<file path="src/rtl/cbdma_pkg.sv">
package cbdma_pkg;
    localparam int unsigned WORD_W   = 32;
    localparam int unsigned CB_WORDS = 6;
    localparam int unsigned IDX_W    = $clog2(CB_WORDS);

    typedef logic [WORD_W-1:0] word_t;

    // control word bit positions (decoded from memory-resident descriptors)
    localparam int unsigned TI_IRQ  = 0;
    localparam int unsigned TI_2D   = 1;
    localparam int unsigned TI_DINC = 4;
    localparam int unsigned TI_DIGN = 7;
    localparam int unsigned TI_SINC = 8;
    localparam int unsigned TI_SIGN = 11;

    typedef enum logic [2:0] {
        S_IDLE,
        S_CHK,
        S_FETCH,
        S_SETUP,
        S_RD,
        S_WR,
        S_STEP,
        S_DONE
    } st_e;

    typedef struct packed {
        st_e              st;
        logic [IDX_W-1:0] idx;
        word_t            cb;
        word_t            info;
        word_t            src;
        word_t            dst;
        word_t            len;
        word_t            stride;
        word_t            nxt;
        word_t            xcnt;
        word_t            ycnt;
        word_t            rowlen;
        word_t            data;
        logic             active;
        logic             paused;
        logic             endf;
        logic             intf;
    } seq_t;
endpackage

</file>
<file path="src/rtl/cbdma_len_cnt.sv">
module cbdma_len_cnt
    import cbdma_pkg::*;
#(
    parameter int unsigned WB = 4
) (
    input  word_t xcnt,
    input  word_t ycnt,
    input  word_t rowlen,
    output word_t x_next,
    output word_t y_next,
    output logic  row_end,
    output logic  desc_end
);
    localparam word_t STEP_B = word_t'(WB);

    word_t x_after;
    word_t y_after;

    // a partial last word consumes the rest of the row
    assign x_after  = (xcnt <= STEP_B) ? '0 : (xcnt - STEP_B);
    assign row_end  = (x_after == '0);
    assign y_after  = row_end ? (ycnt - word_t'(1)) : ycnt;
    assign desc_end = row_end && (y_after == '0);
    assign x_next   = row_end ? rowlen : x_after;
    assign y_next   = y_after;
endmodule

</file>
<file path="src/rtl/cbdma_addr_step.sv">
module cbdma_addr_step
    import cbdma_pkg::*;
#(
    parameter int unsigned WB       = 4,
    parameter int unsigned STRIDE_W = 16
) (
    input  word_t               addr,
    input  logic                inc,
    input  logic                apply_stride,
    input  logic [STRIDE_W-1:0] stride,
    output word_t               next
);
    localparam word_t STEP_B = word_t'(WB);

    word_t stride_x;
    word_t inc_v;

    assign stride_x = {{(WORD_W-STRIDE_W){stride[STRIDE_W-1]}}, stride};
    assign inc_v    = inc ? STEP_B : '0;
    assign next     = addr + inc_v + (apply_stride ? stride_x : '0);
endmodule

</file>
<file path="src/rtl/cbdma_seq.sv">
module cbdma_seq
    import cbdma_pkg::*;
#(
    parameter int unsigned ROWS_W   = 14,
    parameter int unsigned COLS_W   = 16,
    parameter int unsigned STRIDE_W = 16
) (
    input  logic  clk,
    input  logic  rst_n,
    input  logic  chan_reset,
    input  logic  chan_en,
    input  logic  start,
    input  word_t start_cb,
    output logic  mem_req,
    output logic  mem_we,
    output word_t mem_addr,
    output word_t mem_wdata,
    input  word_t mem_rdata,
    input  logic  mem_ready,
    output logic  active,
    output logic  paused,
    output logic  end_flag,
    output logic  irq,
    output word_t cur_cb,
    output word_t cur_src,
    output word_t cur_dst,
    output word_t sh_info,
    output word_t sh_len,
    output word_t sh_stride,
    output word_t sh_next
);
    localparam int unsigned WB       = WORD_W / 8;
    localparam logic [IDX_W-1:0] LAST_IDX = IDX_W'(CB_WORDS - 1);
    localparam seq_t SEQ_RST = '0;

    seq_t q, d;

    // length bookkeeping
    word_t x_nxt, y_nxt;
    logic  row_end, desc_end;

    cbdma_len_cnt #(.WB(WB)) u_len (
        .xcnt    (q.xcnt),
        .ycnt    (q.ycnt),
        .rowlen  (q.rowlen),
        .x_next  (x_nxt),
        .y_next  (y_nxt),
        .row_end (row_end),
        .desc_end(desc_end)
    );

    // address steppers: index 0 source, index 1 destination
    word_t               step_cur [2];
    word_t               step_nxt [2];
    logic                step_inc [2];
    logic [STRIDE_W-1:0] step_str [2];

    assign step_cur[0] = q.src;
    assign step_cur[1] = q.dst;
    assign step_inc[0] = q.info[TI_SINC];
    assign step_inc[1] = q.info[TI_DINC];
    assign step_str[0] = q.info[TI_2D] ? q.stride[STRIDE_W-1:0] : '0;
    assign step_str[1] = q.info[TI_2D] ? q.stride[WORD_W-1 -: STRIDE_W] : '0;

    for (genvar g = 0; g < 2; g++) begin : g_step
        cbdma_addr_step #(.WB(WB), .STRIDE_W(STRIDE_W)) u_step (
            .addr        (step_cur[g]),
            .inc         (step_inc[g]),
            .apply_stride(row_end && !desc_end),
            .stride      (step_str[g]),
            .next        (step_nxt[g])
        );
    end

    word_t rows_w, cols_w;
    assign rows_w = word_t'(q.len[COLS_W +: ROWS_W]);
    assign cols_w = word_t'(q.len[COLS_W-1:0]);

    // first action of every word, chosen by the suppression bits
    function automatic st_e word_start(input word_t ti);
        if (!ti[TI_SIGN])      return S_RD;
        else if (!ti[TI_DIGN]) return S_WR;
        else                   return S_STEP;
    endfunction

    always_comb begin
        d         = q;
        mem_req   = 1'b0;
        mem_we    = 1'b0;
        mem_addr  = '0;
        mem_wdata = '0;
        case (q.st)
            S_IDLE: begin
                if (start && chan_en) begin
                    d.active = 1'b1;
                    d.paused = 1'b0;
                    d.cb     = start_cb;
                    d.st     = S_CHK;
                end
            end
            S_CHK: begin
                if (chan_en && (q.cb != '0)) begin
                    d.idx = '0;
                    d.st  = S_FETCH;
                end else begin
                    d.active = 1'b0;
                    d.paused = 1'b1;
                    d.st     = S_IDLE;
                end
            end
            S_FETCH: begin
                mem_req  = 1'b1;
                mem_addr = q.cb + (word_t'(q.idx) << 2);
                if (mem_ready) begin
                    case (q.idx)
                        3'd0:    d.info   = mem_rdata;
                        3'd1:    d.src    = mem_rdata;
                        3'd2:    d.dst    = mem_rdata;
                        3'd3:    d.len    = mem_rdata;
                        3'd4:    d.stride = mem_rdata;
                        default: d.nxt    = mem_rdata;
                    endcase
                    if (q.idx == LAST_IDX) d.st  = S_SETUP;
                    else                   d.idx = q.idx + 1'b1;
                end
            end
            S_SETUP: begin
                if (q.info[TI_2D]) begin
                    d.ycnt   = rows_w;
                    d.xcnt   = cols_w;
                    d.rowlen = cols_w;
                    d.st     = ((rows_w == '0) || (cols_w == '0)) ? S_DONE
                                                                  : word_start(q.info);
                end else begin
                    d.ycnt   = word_t'(1);
                    d.xcnt   = q.len;
                    d.rowlen = q.len;
                    d.st     = (q.len == '0) ? S_DONE : word_start(q.info);
                end
            end
            S_RD: begin
                mem_req  = 1'b1;
                mem_addr = q.src;
                if (mem_ready) begin
                    d.data = mem_rdata;
                    d.st   = q.info[TI_DIGN] ? S_STEP : S_WR;
                end
            end
            S_WR: begin
                mem_req   = 1'b1;
                mem_we    = 1'b1;
                mem_addr  = q.dst;
                mem_wdata = q.info[TI_SIGN] ? '0 : q.data;
                if (mem_ready) d.st = S_STEP;
            end
            S_STEP: begin
                d.src  = step_nxt[0];
                d.dst  = step_nxt[1];
                d.xcnt = x_nxt;
                d.ycnt = y_nxt;
                d.st   = desc_end ? S_DONE : word_start(q.info);
            end
            S_DONE: begin
                d.endf = 1'b1;
                if (q.info[TI_IRQ]) d.intf = 1'b1;
                d.cb = q.nxt;
                d.st = S_CHK;
            end
            default: d = SEQ_RST;
        endcase
        if (chan_reset) d = SEQ_RST;
    end

    always_ff @(posedge clk or negedge rst_n) begin
        if (!rst_n) q <= SEQ_RST;
        else        q <= d;
    end

    assign active    = q.active;
    assign paused    = q.paused;
    assign end_flag  = q.endf;
    assign irq       = q.intf;
    assign cur_cb    = q.cb;
    assign cur_src   = q.src;
    assign cur_dst   = q.dst;
    assign sh_info   = q.info;
    assign sh_len    = q.len;
    assign sh_stride = q.stride;
    assign sh_next   = q.nxt;
endmodule

</file>
<file path="config.mk">
export PLATFORM = sky130hd
export DESIGN_NAME = cbdma_seq
export DESIGN_NICKNAME = d
export VERILOG_FILES = /design/src/rtl/cbdma_pkg.sv /design/src/rtl/cbdma_len_cnt.sv /design/src/rtl/cbdma_addr_step.sv /design/src/rtl/cbdma_seq.sv
export SDC_FILE = /design/constraint.sdc
export NUM_CORES = 1
export LEC_CHECK = 0
export BUFFER_PORTS_ARGS = -buffer_cell sky130_fd_sc_hd__buf_2
export CAP_MARGIN = 40
export CORE_UTILIZATION = 48
export DETAILED_ROUTE_END_ITERATION = 7
export GPL_TIMING_DRIVEN = 0
export HOLD_SLACK_MARGIN = 0.05
export PLACE_DENSITY = 0.69
export REMOVE_ABC_BUFFERS = 1
export SETUP_SLACK_MARGIN = 0.02
export SLEW_MARGIN = 5
export SYNTH_ARGS = -nofsm -noshare
export SYNTH_HDL_FRONTEND = slang
export SYNTH_SLANG_ARGS = --single-unit
export TNS_END_PERCENT = 30
</file>
<file path="constraint.sdc">
create_clock -name clk -period 16 [get_ports clk]
set_input_delay 1.6 -clock clk [delete_from_list [all_inputs] [get_ports clk]]
set_output_delay 1.6 -clock clk [all_outputs]
set_load 0.05 [all_outputs]
</file>
==> results.yml, run 1 <==
timing:
  slew_violations: 0
  rsz0062_at_grt: "no"
  slew_headroom_pct: 37.3
  max_freq_ghz: 0.101
  period_needed_ns: 9.89
  skew_ns: 0.0245
  finalHoldViolCount: 0
  period_share_pct: 61.8
  finalWorstSetupSlack_ns: 6.11
  worstMarginPinSlew_ns: 0.939
  finalSetupViolations: 0
  hold_ws_ns: 0.504
  fin_setup_tns_ns: 0
floorplan:
  die_w_um: 229
  start_util_pct: 48.9
  core-area_sq_um: 50400
  row_count: 82
  die_area_sq_um: 52200
  ios: 364
  fp.dieH_um: 229
synth:
  synth.distinct_cells: 78
  synth_warnings: 0
  synth_ff_type: "dfrtp_1"
  netlist.area_leader.share_pct: 36.8
  synth-compound-area-share_pct: 19.2
  ys_ff_latch: 362
  synthCells: 2964
  synth_top_family_by_area: "simple AND/OR/NAND/NOR gates"
  yosys.area_share.simple_pct: 19.7
  synthesis.area_sq_um: 24600
  synth_xor_area_share_pct: 4.04
  synth-async-reset-ratio_pct: 100
  synth_edf_count: 0
  seq_area_frac_synth_pct: 36.8
  synth_area_leader_cell: "dfrtp_1"
  synth_area_leaders: "dfrtp_1 (37%), nand2_1 (8.4%), a21oi_1 (6.9%), buf_4 (6.8%), ha_1 (6.7%)"
  avgSynthCellArea_sq_um: 8.31
  synthMuxAreaShare_pct: 2.93
  synthAdderAreaFrac_pct: 7.11
critical_path:
  cp_slowest_cell: "a211oi_4"
  r2r_cells: 29
  max_stage_delay_ns: 0.77
  required_ns: 16.44
  path_class: "reg2reg"
  rrSetupSlack_ns: 6.11
  rr_endpoint: "cur_dst[30]"
  worstSetupEndpointType: "register"
  start_kind: "register"
  cp.arrival_ns: 10.32
  rr_startpoint: "q[110]"
  crit_fanout: 31
power_and_ir_drop:
  clock_power_share_pct: 38.9
  power.switching_mw: 0.853
  switching_share_pct: 33.5
  cellInternalPower_mw: 1.69
  pwr-share-comb_pct: 21.3
  vdd_drop_max_mv: 0.0716
  sequentialPowerShare_pct: 39.9
  p_leak_nw: 13.3
  power.density_nw_per_um2: 93.2
  total_power_mw: 2.55
place:
  gp_congestion: 0.950
  placedInstanceArea_sq_um: 25900
  io_buffers: 363
  dp_cells: 3656
  hpwl_mm: 61.0
  pre_cts_slack_ns: 6.37
run:
  drv_cap: 0
drt:
  wl_met1_mm: 35.6
  dr.pass1.iters: 6
  via_per_inst: 6.11
  drc: 0
  wl_met3_mm: 7.09
  vias: 22800
  drt_iter0_drc: 2098
  routed_wl_mm: 84.2
  post_drt_wl_per_cell_um: 22.6
  route.met2.wl_mm: 37.9
  ant_nets: 0
  dr.max_layer_used: "met4"
clock_network:
  cts_max_path_buffers: 3
  path_clk_slew_ns: 0.06
  cts_root_buf: "clkbuf_16"
  cts.repair.resized: 0
  ctsHoldBuffers: 0
  tritoncts: "yes"
  cts_made_buffers: 41
  postCtsSetupRepairBufs: 0
  htree_num_levels: 2
  clock-sinks: 362
  clock_latency_ns: 0.58
layout:
  nets: 3234
  area_delta_synth_final_pct: 10.9
  final_core_util_pct: 54.2
  stdcell_count: 3728
  drive_above_1_share_pct: 17.5
  final_area_sq_um: 27300
hold_path:
  min_path_type: "reg2reg"
  min_path_cells: 1
  hp-start: "end_flag"
  hold_path_end: "end_flag"
run_status:
  run_status: "completed"
global_routing:
  grt_pass1_vias: 21700
  grt_pass1_wl_mm: 129
  grt_max_degree: 139
  grt_overflow: 0
  grt_util_all_layers_pct: 31.6
  antenna_found_initial: 4
## logic make-up (layout without fill, tap and decap cells)
group / Yosys count / count (layout)
AND/OR/NAND/NOR: 1044 / 1044
AO/OA/AOI/OAI: 788 / 788
buffers and inverters: 449 / 537
flip-flops: 362 / 362
adder cells (fa/ha/maj): 137 / 137
XOR/XNOR: 112 / 112
multiplexers: 72 / 72
other: 0 / 4
## cell usage after synthesis (33+ instances only)
| master | n |
|---|---|
| a21oi_1 | 339 |
| a22o_1 | 45 |
| and2_1 | 69 |
| buf_4 | 224 |
| clkbuf_1 | 163 |
| dfrtp_1 | 362 |
| ha_1 | 132 |
| inv_1 | 50 |
| mux2i_1 | 70 |
| nand2_1 | 554 |
| nand3_1 | 46 |
| nor2_1 | 138 |
| nor3_1 | 46 |
| nor4_1 | 35 |
| o21ai_0 | 171 |
| o22ai_1 | 33 |
| o31ai_1 | 51 |
| xnor2_1 | 59 |
| xor2_1 | 52 |
## power groups by stage
stage	clock (mW)	sequential (mW)	combinational [mW]
global placement	0	1.04	0.490
global route	1.04	1.02	0.573
finish	0.989	1.02	0.542
floorplan	0	1.12	0.220
detailed placement	0	1.03	0.535
CTS	1.00	1.01	0.537
## metal layers
metal / up-vias / global-route usage, %
met5: - / 0
met4: 0 / 13.9
met3: 183 / 6.14
met2: 1033 / 49.2
met1: 11200 / 42.6
li1: 10300 / -
## placed cells by master, fill, tap and decap left out, drive strengths merged, types with 16 or more instances in the layout
| cell | instances |
|---|---|
| nand2 | 555 |
| buf | 415 |
| dfrtp | 362 |
| a21oi | 339 |
| o21ai | 171 |
| nor2 | 138 |
| ha | 132 |
| mux2i | 70 |
| and2 | 70 |
| xnor2 | 59 |
| clkbuf | 55 |
| xor2 | 52 |
| o31ai | 51 |
| inv | 51 |
| nand3 | 46 |
| nor3 | 46 |
| a22o | 45 |
| nor4 | 38 |
| o22ai | 33 |
| a21o | 29 |
| a31oi | 26 |
| nand4 | 25 |
| a211oi | 20 |
| nand2b | 19 |
| or4 | 19 |
| and3 | 17 |
| or3 | 16 |
## flip-flops by register name (all words and copies together) (netlist names)
signal     cells
cur_cb        32
sh_len        32
sh_stride     32
end_flag       1
cur_dst       32
q            134
cur_src       32
sh_info       32
paused         1
irq            1
active         1
sh_next       32
## critical path: cells and delay by family (launching register included)
| kind | cells | cell delay [ns] |
|---|---|---|
| and+or+nand+nor | 7 | 2.30 |
| xor gates and xnor gates | 2 | 0.36 |
| buffers and inverters | 3 | 0.68 |
| AOI/OAI and AO/OA | 15 | 5.27 |
| adders and majority gates | 2 | 0.62 |
| DFF | 1 | 0.48 |
## layout make-up
type | count | area [sq um]
Clock buffer | 55 | 1160
Sequential cell | 362 | 9060
Antenna cell | 4 | 10.0
Multi-Input combinational cell | 2153 | 13200
Inverter | 52 | 195
Fill cell | 4663 | 23100
Clock inverter | 13 | 201
Timing Repair Buffer | 417 | 2660
Tap cell | 672 | 841
## worst max-delay path by stage
stage                 from          end  slack, ns
floorplan           q[122]  cur_dst[30]       5.97
global placement    q[127]  cur_dst[30]       1.25
detailed placement  q[110]  cur_dst[30]       6.37
CTS                 q[110]  cur_dst[30]       6.37
global route        q[110]  cur_dst[30]       5.69
finish              q[110]  cur_dst[30]       6.11
No activity file was read; power rests on OpenSTA's default activity.
==> run 2, diff against run 1 <==
--- a/config.mk
+++ b/config.mk
@@ -5,6 +5,7 @@
 export SDC_FILE = /design/constraint.sdc
 export NUM_CORES = 1
 export LEC_CHECK = 0
+export ABC_AREA = 1
 export BUFFER_PORTS_ARGS = -buffer_cell sky130_fd_sc_hd__buf_2
 export CAP_MARGIN = 40
 export CORE_UTILIZATION = 48
==> constraint.sdc (replaced) <==
create_clock -name clk -period 9.45 [get_ports clk]
set_input_delay 0.945 -clock clk [delete_from_list [all_inputs] [get_ports clk]]
set_output_delay 0.945 -clock clk [all_outputs]
set_load 0.05 [all_outputs]
==> run 2 against run 1 <==
Compared with the run above:
- clock-buffer cell count increased by 5
- via count grew 4.6%
- sequential power is 73% higher
- clock skew down 0.0091 ns
- critical endpoint is now cur_src[27]
- critical path depth grew 15
==> results.yml, run 2 <==
power_and_ir_drop:
  power.density_nw_per_um2: 183
  switching_share_pct: 39.1
  vdd_drop_max_mv: 0.118
  sequentialPowerShare_pct: 34.3
  power.switching_mw: 2.01
  clock_power_share_pct: 34.2
  pwr-share-comb_pct: 31.5
  cellInternalPower_mw: 3.13
  p_leak_nw: 15.0
  total_power_mw: 5.14
critical_path:
  required_ns: 9.91
  max_stage_delay_ns: 0.47
  cp_slowest_cell: "fa_1"
  start_kind: "register"
  worstSetupEndpointType: "register"
  crit_family: "simple AND/OR/NAND/NOR gates"
  rr_endpoint: "cur_src[27]"
  path_class: "reg2reg"
  rr_startpoint: "q[102]"
  r2r_cells: 44
  crit_buf_inv: 7
  cpMostUsedCell: "nand2_1"
  rrSetupSlack_ns: 0.66
  cp.arrival_ns: 9.25
  crit_fanout: 33
hold_path:
  min_path_type: "in2async"
floorplan:
  core-area_sq_um: 51800
  start_util_pct: 49.0
  ios: 364
  row_count: 83
  fp.dieH_um: 232
  die_w_um: 232
  die_area_sq_um: 53900
global_routing:
  grt_pass1_wl_mm: 135
  grt_overflow: 0
  grt_util_all_layers_pct: 32.9
  grt_max_degree: 112
  grt_pass1_vias: 22800
  antenna_found_initial: 3
timing:
  slew_headroom_pct: 40.1
  finalHoldViolCount: 0
  period_share_pct: 93.0
  hold_ws_ns: 0.409
  skew_ns: 0.0154
  slew_violations: 0
  max_freq_ghz: 0.114
  period_needed_ns: 8.79
  finalSetupViolations: 0
  rsz0062_at_grt: "no"
  worstMarginPinSlew_ns: 0.898
synth:
  synth_edf_count: 0
  synth_area_leader_cell: "dfrtp_1"
  ys_ff_latch: 362
  netlist.area_leader.share_pct: 35.6
  synth-async-reset-ratio_pct: 100
  synth_warnings: 0
  avgSynthCellArea_sq_um: 7.36
  synth_area_leaders: "dfrtp_1 (36%), nand2_1 (10%), o21ai_0 (7.0%), inv_1 (6.9%), buf_4 (6.7%)"
  synth_ff_type: "dfrtp_1"
  synthCells: 3452
  synthMostInstantiatedCell: "nand2_1"
  seq_area_frac_synth_pct: 35.6
  synth.distinct_cells: 53
  synthesis.area_sq_um: 25400
  synth.top_cells.by_count: "nand2_1 (691), inv_1 (468), dfrtp_1 (362)"
place:
  dp_cells: 4171
  placedInstanceArea_sq_um: 26600
  gp_congestion: 0.971
  io_buffers: 363
  hpwl_mm: 67.0
clock_network:
  clock-sinks: 362
  tritoncts: "yes"
  ctsHoldBuffers: 0
  htree_num_levels: 2
  path_clk_slew_ns: 0.07
  cts_made_buffers: 42
  cts_root_buf: "clkbuf_16"
  cts_max_path_buffers: 3
  clock_latency_ns: 0.58
layout:
  largest_reg_flops: 134
  regMostFlops: "q"
  layout_common_cells: "nand2_1 (689), inv_1 (465), dfrtp_1 (362), buf_2 (362), o21ai_0 (356)"
  nets: 3749
  seqCellArea_sq_um: 9060
  stdcell_count: 4255
  area_delta_synth_final_pct: 10.6
  final_area_sq_um: 28100
  drive_above_1_share_pct: 16.5
  final_common_cell: "nand2_1"
  nFillCells: 4997
  multi_input_area_sq_um: 12400
drt:
  drc: 0
  ant_nets: 0
  drt_iter0_drc: 2145
  via_per_inst: 5.60
  routed_wl_mm: 89.2
  vias: 23800
  post_drt_wl_per_cell_um: 21.0
  dr.pass1.iters: 5
run:
  drv_cap: 0
run_status:
  run_status: "completed"
[run 2: worst max-delay path by stage]
stage | start | endpoint | slack (ns) | depth (start not counted)
3_3_place_gp | q[360] | cur_src[19] | -3.90 | 10
3_5_place_dp | q[102] | cur_src[27] | 0.12 | 42
5_1_grt | q[102] | cur_dst[29] | 0.17 | 44
6_report | q[102] | cur_src[27] | 0.66 | 44
2_1_floorplan | q[102] | cur_dst[27] | 2.23 | 40
4_1_cts | q[102] | cur_src[27] | 0.1 | 42
[run 2: power groups by stage]
stage | clock network [mW] | registers [mW] | logic [mW]
2_1_floorplan | 0 | 2.06 | 0.769
3_3_place_gp | 0 | 1.79 | 1.51
3_5_place_dp | 0 | 1.79 | 1.57
4_1_cts | 1.78 | 1.76 | 1.58
5_1_grt | 1.83 | 1.77 | 1.77
6_report | 1.76 | 1.76 | 1.62
[run 2: per-layer routing]
metal | track usage (%) | vias up | part of all wire, %
li1 | - | 11300 | -
met3 | 7.44 | 204 | 8.7
met5 | 0 | - | 0.015
met4 | 13.2 | 2 | 4.3
met2 | 53.8 | 989 | 46
met1 | 42.0 | 11300 | 41
[run 2: metrics by stage]
| step | setup TNS, ns | setup WS [ns] | utilization (%) |
|---|---|---|---|
| floorplan | 0 | 2.23 | - |
| global placement | -320.12 | -3.90 | 49.9 |
| detailed placement | 0 | 0.120 | 51.3 |
| CTS | 0 | 0.0958 | 54.1 |
| global route | 0 | 0.173 | 54.2 |
| finish | 0 | 0.660 | 54.3 |
[run 2: final cells by class]
type	instances	area share, %
Inverter	488	6.56
Antenna cell	1	0.00890
Tap cell	680	3.03
Multi-Input combinational cell	2247	44.1
Clock buffer	60	4.45
Timing Repair Buffer	401	8.88
Sequential cell	362	32.2
Clock inverter	16	0.761
[run 2: cells by family after synthesis]
| group | after synthesis | share of synthesized area, % |
|---|---|---|
| buffers and inverters | 844 | 16.1 |
| AOI/OAI and AO/OA | 698 | 16.0 |
| adders and majority gates | 137 | 6.89 |
| muxes | 15 | 0.591 |
| xor gates and xnor gates | 69 | 2.38 |
| and+or+nand+nor | 1327 | 22.5 |
| DFF | 362 | 35.6 |
[run 2: repair_timing]
action	CTS	global route
setup buffers	0	6
setup endpoints to repair	0	8
gates resized for setup	0	2
==> run 3, diff against run 2 <==
--- a/config.mk
+++ b/config.mk
@@ -8,11 +8,11 @@
 export ABC_AREA = 1
 export BUFFER_PORTS_ARGS = -buffer_cell sky130_fd_sc_hd__buf_2
 export CAP_MARGIN = 40
-export CORE_UTILIZATION = 48
+export CORE_UTILIZATION = 45
 export DETAILED_ROUTE_END_ITERATION = 7
 export GPL_TIMING_DRIVEN = 0
 export HOLD_SLACK_MARGIN = 0.05
-export PLACE_DENSITY = 0.69
+export PLACE_DENSITY = 0.65
 export REMOVE_ABC_BUFFERS = 1
 export SETUP_SLACK_MARGIN = 0.02
 export SLEW_MARGIN = 5
==> constraint.sdc (replaced) <==
create_clock -name clk -period 9.45 [get_ports clk]
set_input_delay 2.835 -clock clk [delete_from_list [all_inputs] [get_ports clk]]
set_output_delay 2.835 -clock clk [all_outputs]
set_load 0.05 [all_outputs]
==> run 3 against run 2 <==
Compared with the run above:
- first-iteration DRC count is 6.4% lower
- largest power group unchanged
- core utilization down 3.4 points
- non-clock buffer count shrank 1
- total power decreased by 1.4%
- routed wire length grew 1.7%
- critical endpoint unchanged
- setup slack improved by 0.041 ns
- worst hold slack better by 0.069 ns
- die area is 6.6% higher
==> results.yml, run 3 (synthesis results as in run 2) <==
timing:
  slew_headroom_pct: 34.9
  hold_ws_ns: 0.479
  skew_ns: 0.0268
  rsz0062_at_grt: "no"
  finalHoldViolCount: 0
  worstMarginPinSlew_ns: 0.975
  max_freq_ghz: 0.114
  period_needed_ns: 8.75
  period_share_pct: 92.6
  slew_violations: 0
  finalSetupViolations: 0
floorplan:
  core-area_sq_um: 55400
  row_count: 86
  fp.dieH_um: 240
  start_util_pct: 45.9
  ios: 364
  die_area_sq_um: 57400
  die_w_um: 240
global_routing:
  grt_max_degree: 108
  grt_util_all_layers_pct: 31.7
  grt_overflow: 0
  grt_pass1_wl_mm: 138
  grt_pass1_vias: 22800
  antenna_found_initial: 7
power_and_ir_drop:
  pwr-share-comb_pct: 31.8
  power.switching_mw: 2.01
  power.density_nw_per_um2: 180
  clock_power_share_pct: 33.4
  p_leak_nw: 15.0
  sequentialPowerShare_pct: 34.8
  vdd_drop_max_mv: 0.125
  switching_share_pct: 39.7
  total_power_mw: 5.07
  cellInternalPower_mw: 3.06
layout:
  drive_above_1_share_pct: 16.4
  layout_common_cells: "nand2_1 (689), inv_1 (465), dfrtp_1 (362), buf_2 (362), o21ai_0 (356)"
  regMostFlops: "q"
  area_delta_synth_final_pct: 10.8
  final_common_cell: "nand2_1"
  largest_reg_flops: 134
  nets: 3749
  final_core_util_pct: 50.8
  stdcell_count: 4320
clock_network:
  cts_max_path_buffers: 3
  clock_latency_ns: 0.60
  cts_root_buf: "clkbuf_16"
  clock-sinks: 362
  htree_num_levels: 2
  path_clk_slew_ns: 0.07
  ctsHoldBuffers: 0
  tritoncts: "yes"
  cts_made_buffers: 43
drt:
  dr.max_layer_used: "met4"
  via_per_inst: 5.50
  dr.pass1.iters: 6
  routed_wl_mm: 90.8
  post_drt_wl_per_cell_um: 21.0
  drt_iter0_drc: 2008
  ant_nets: 0
  route.met2.wl_mm: 41.5
  wl_met3_mm: 7.52
  wl_met1_mm: 38.1
  vias: 23700
  drc: 0
critical_path:
  cpMostUsedCell: "nand2_1"
  cp_slowest_cell: "nor2_4"
  crit_fanout: 33
  crit_family: "simple AND/OR/NAND/NOR gates"
  max_stage_delay_ns: 0.51
  required_ns: 9.92
  worstSetupEndpointType: "register"
  cp.arrival_ns: 9.22
  path_class: "reg2reg"
  start_kind: "register"
  crit_buf_inv: 7
run_status:
  run_status: "completed"
place:
  hpwl_mm: 68.4
  gp_congestion: 0.946
  dp_cells: 4241
  io_buffers: 363
run:
  drv_cap: 0
hold_path:
  min_path_type: "reg2reg"
-- run 3: power by group through the flow --
stage          logic (mW)  clock network, mW  registers (mW)
6_report             1.61               1.69            1.76
5_1_grt              1.76               1.77            1.77
4_1_cts              1.59               1.71            1.76
3_5_place_dp         1.58                  0            1.79
3_3_place_gp         1.52                  0            1.79
2_1_floorplan       0.769                  0            2.06
-- run 3: worst paths after layout --
check | startpoint | end | slack [ns] | depth (start not counted)
min in group asynchronous | rst_n | sh_len[12] | 2.18 | 1
worst min-delay path | q[66] | q[66] | 0.48 | 2
max in group asynchronous | rst_n | sh_stride[26] | 5.37 | 4
worst max register to register | q[102] | cur_src[27] | 0.70 | 44
worst min register to register | q[66] | q[66] | 0.48 | 2
worst max-delay path | q[102] | cur_src[27] | 0.70 | 44
-- run 3: layout make-up --
class,instances,area (sq um)
Antenna cell,6,15.0
Clock inverter,13,186
Tap cell,748,936
Multi-Input combinational cell,2247,12400
Sequential cell,362,9060
Inverter,488,1840
Timing Repair Buffer,400,2540
Clock buffer,56,1180
Fill cell,5556,27200
-- run 3: what timing repair did --
| action | 4_1_cts | 5_1_grt |
|---|---|---|
| endpoints found under the setup margin | 0 | 15 |
| buffers inserted | 0 | 3 |
| resized for setup | 0 | 3 |
-- run 3: worst reg2reg max path: cells and delay by family, from the launching register on --
family,cells,cell delay [ns]
AO/OA/AOI/OAI,8,2.31
adder cells (fa/ha/maj),4,1.16
buffers and inverters,7,1.09
flip-flops,1,0.42
AND/OR/NAND/NOR,25,3.64
-- run 3: layer usage --
metal,vias up,track usage (%)
li1,11300,-
met1,11200,41.9
met2,1016,50.9
met3,167,5.60
met4,0,13.2
met5,-,0
-- run 3: per-stage QoR --
stage	TNS (ns)	cell area [sq um]	worst slack [ns]
2_1_floorplan	0	23200	2.23
3_5_place_dp	0	26700	0.190
3_3_place_gp	-1027.10	25900	-3.82
6_report	0	28200	0.701
4_1_cts	0	28100	0.140
5_1_grt	0	28200	0.117
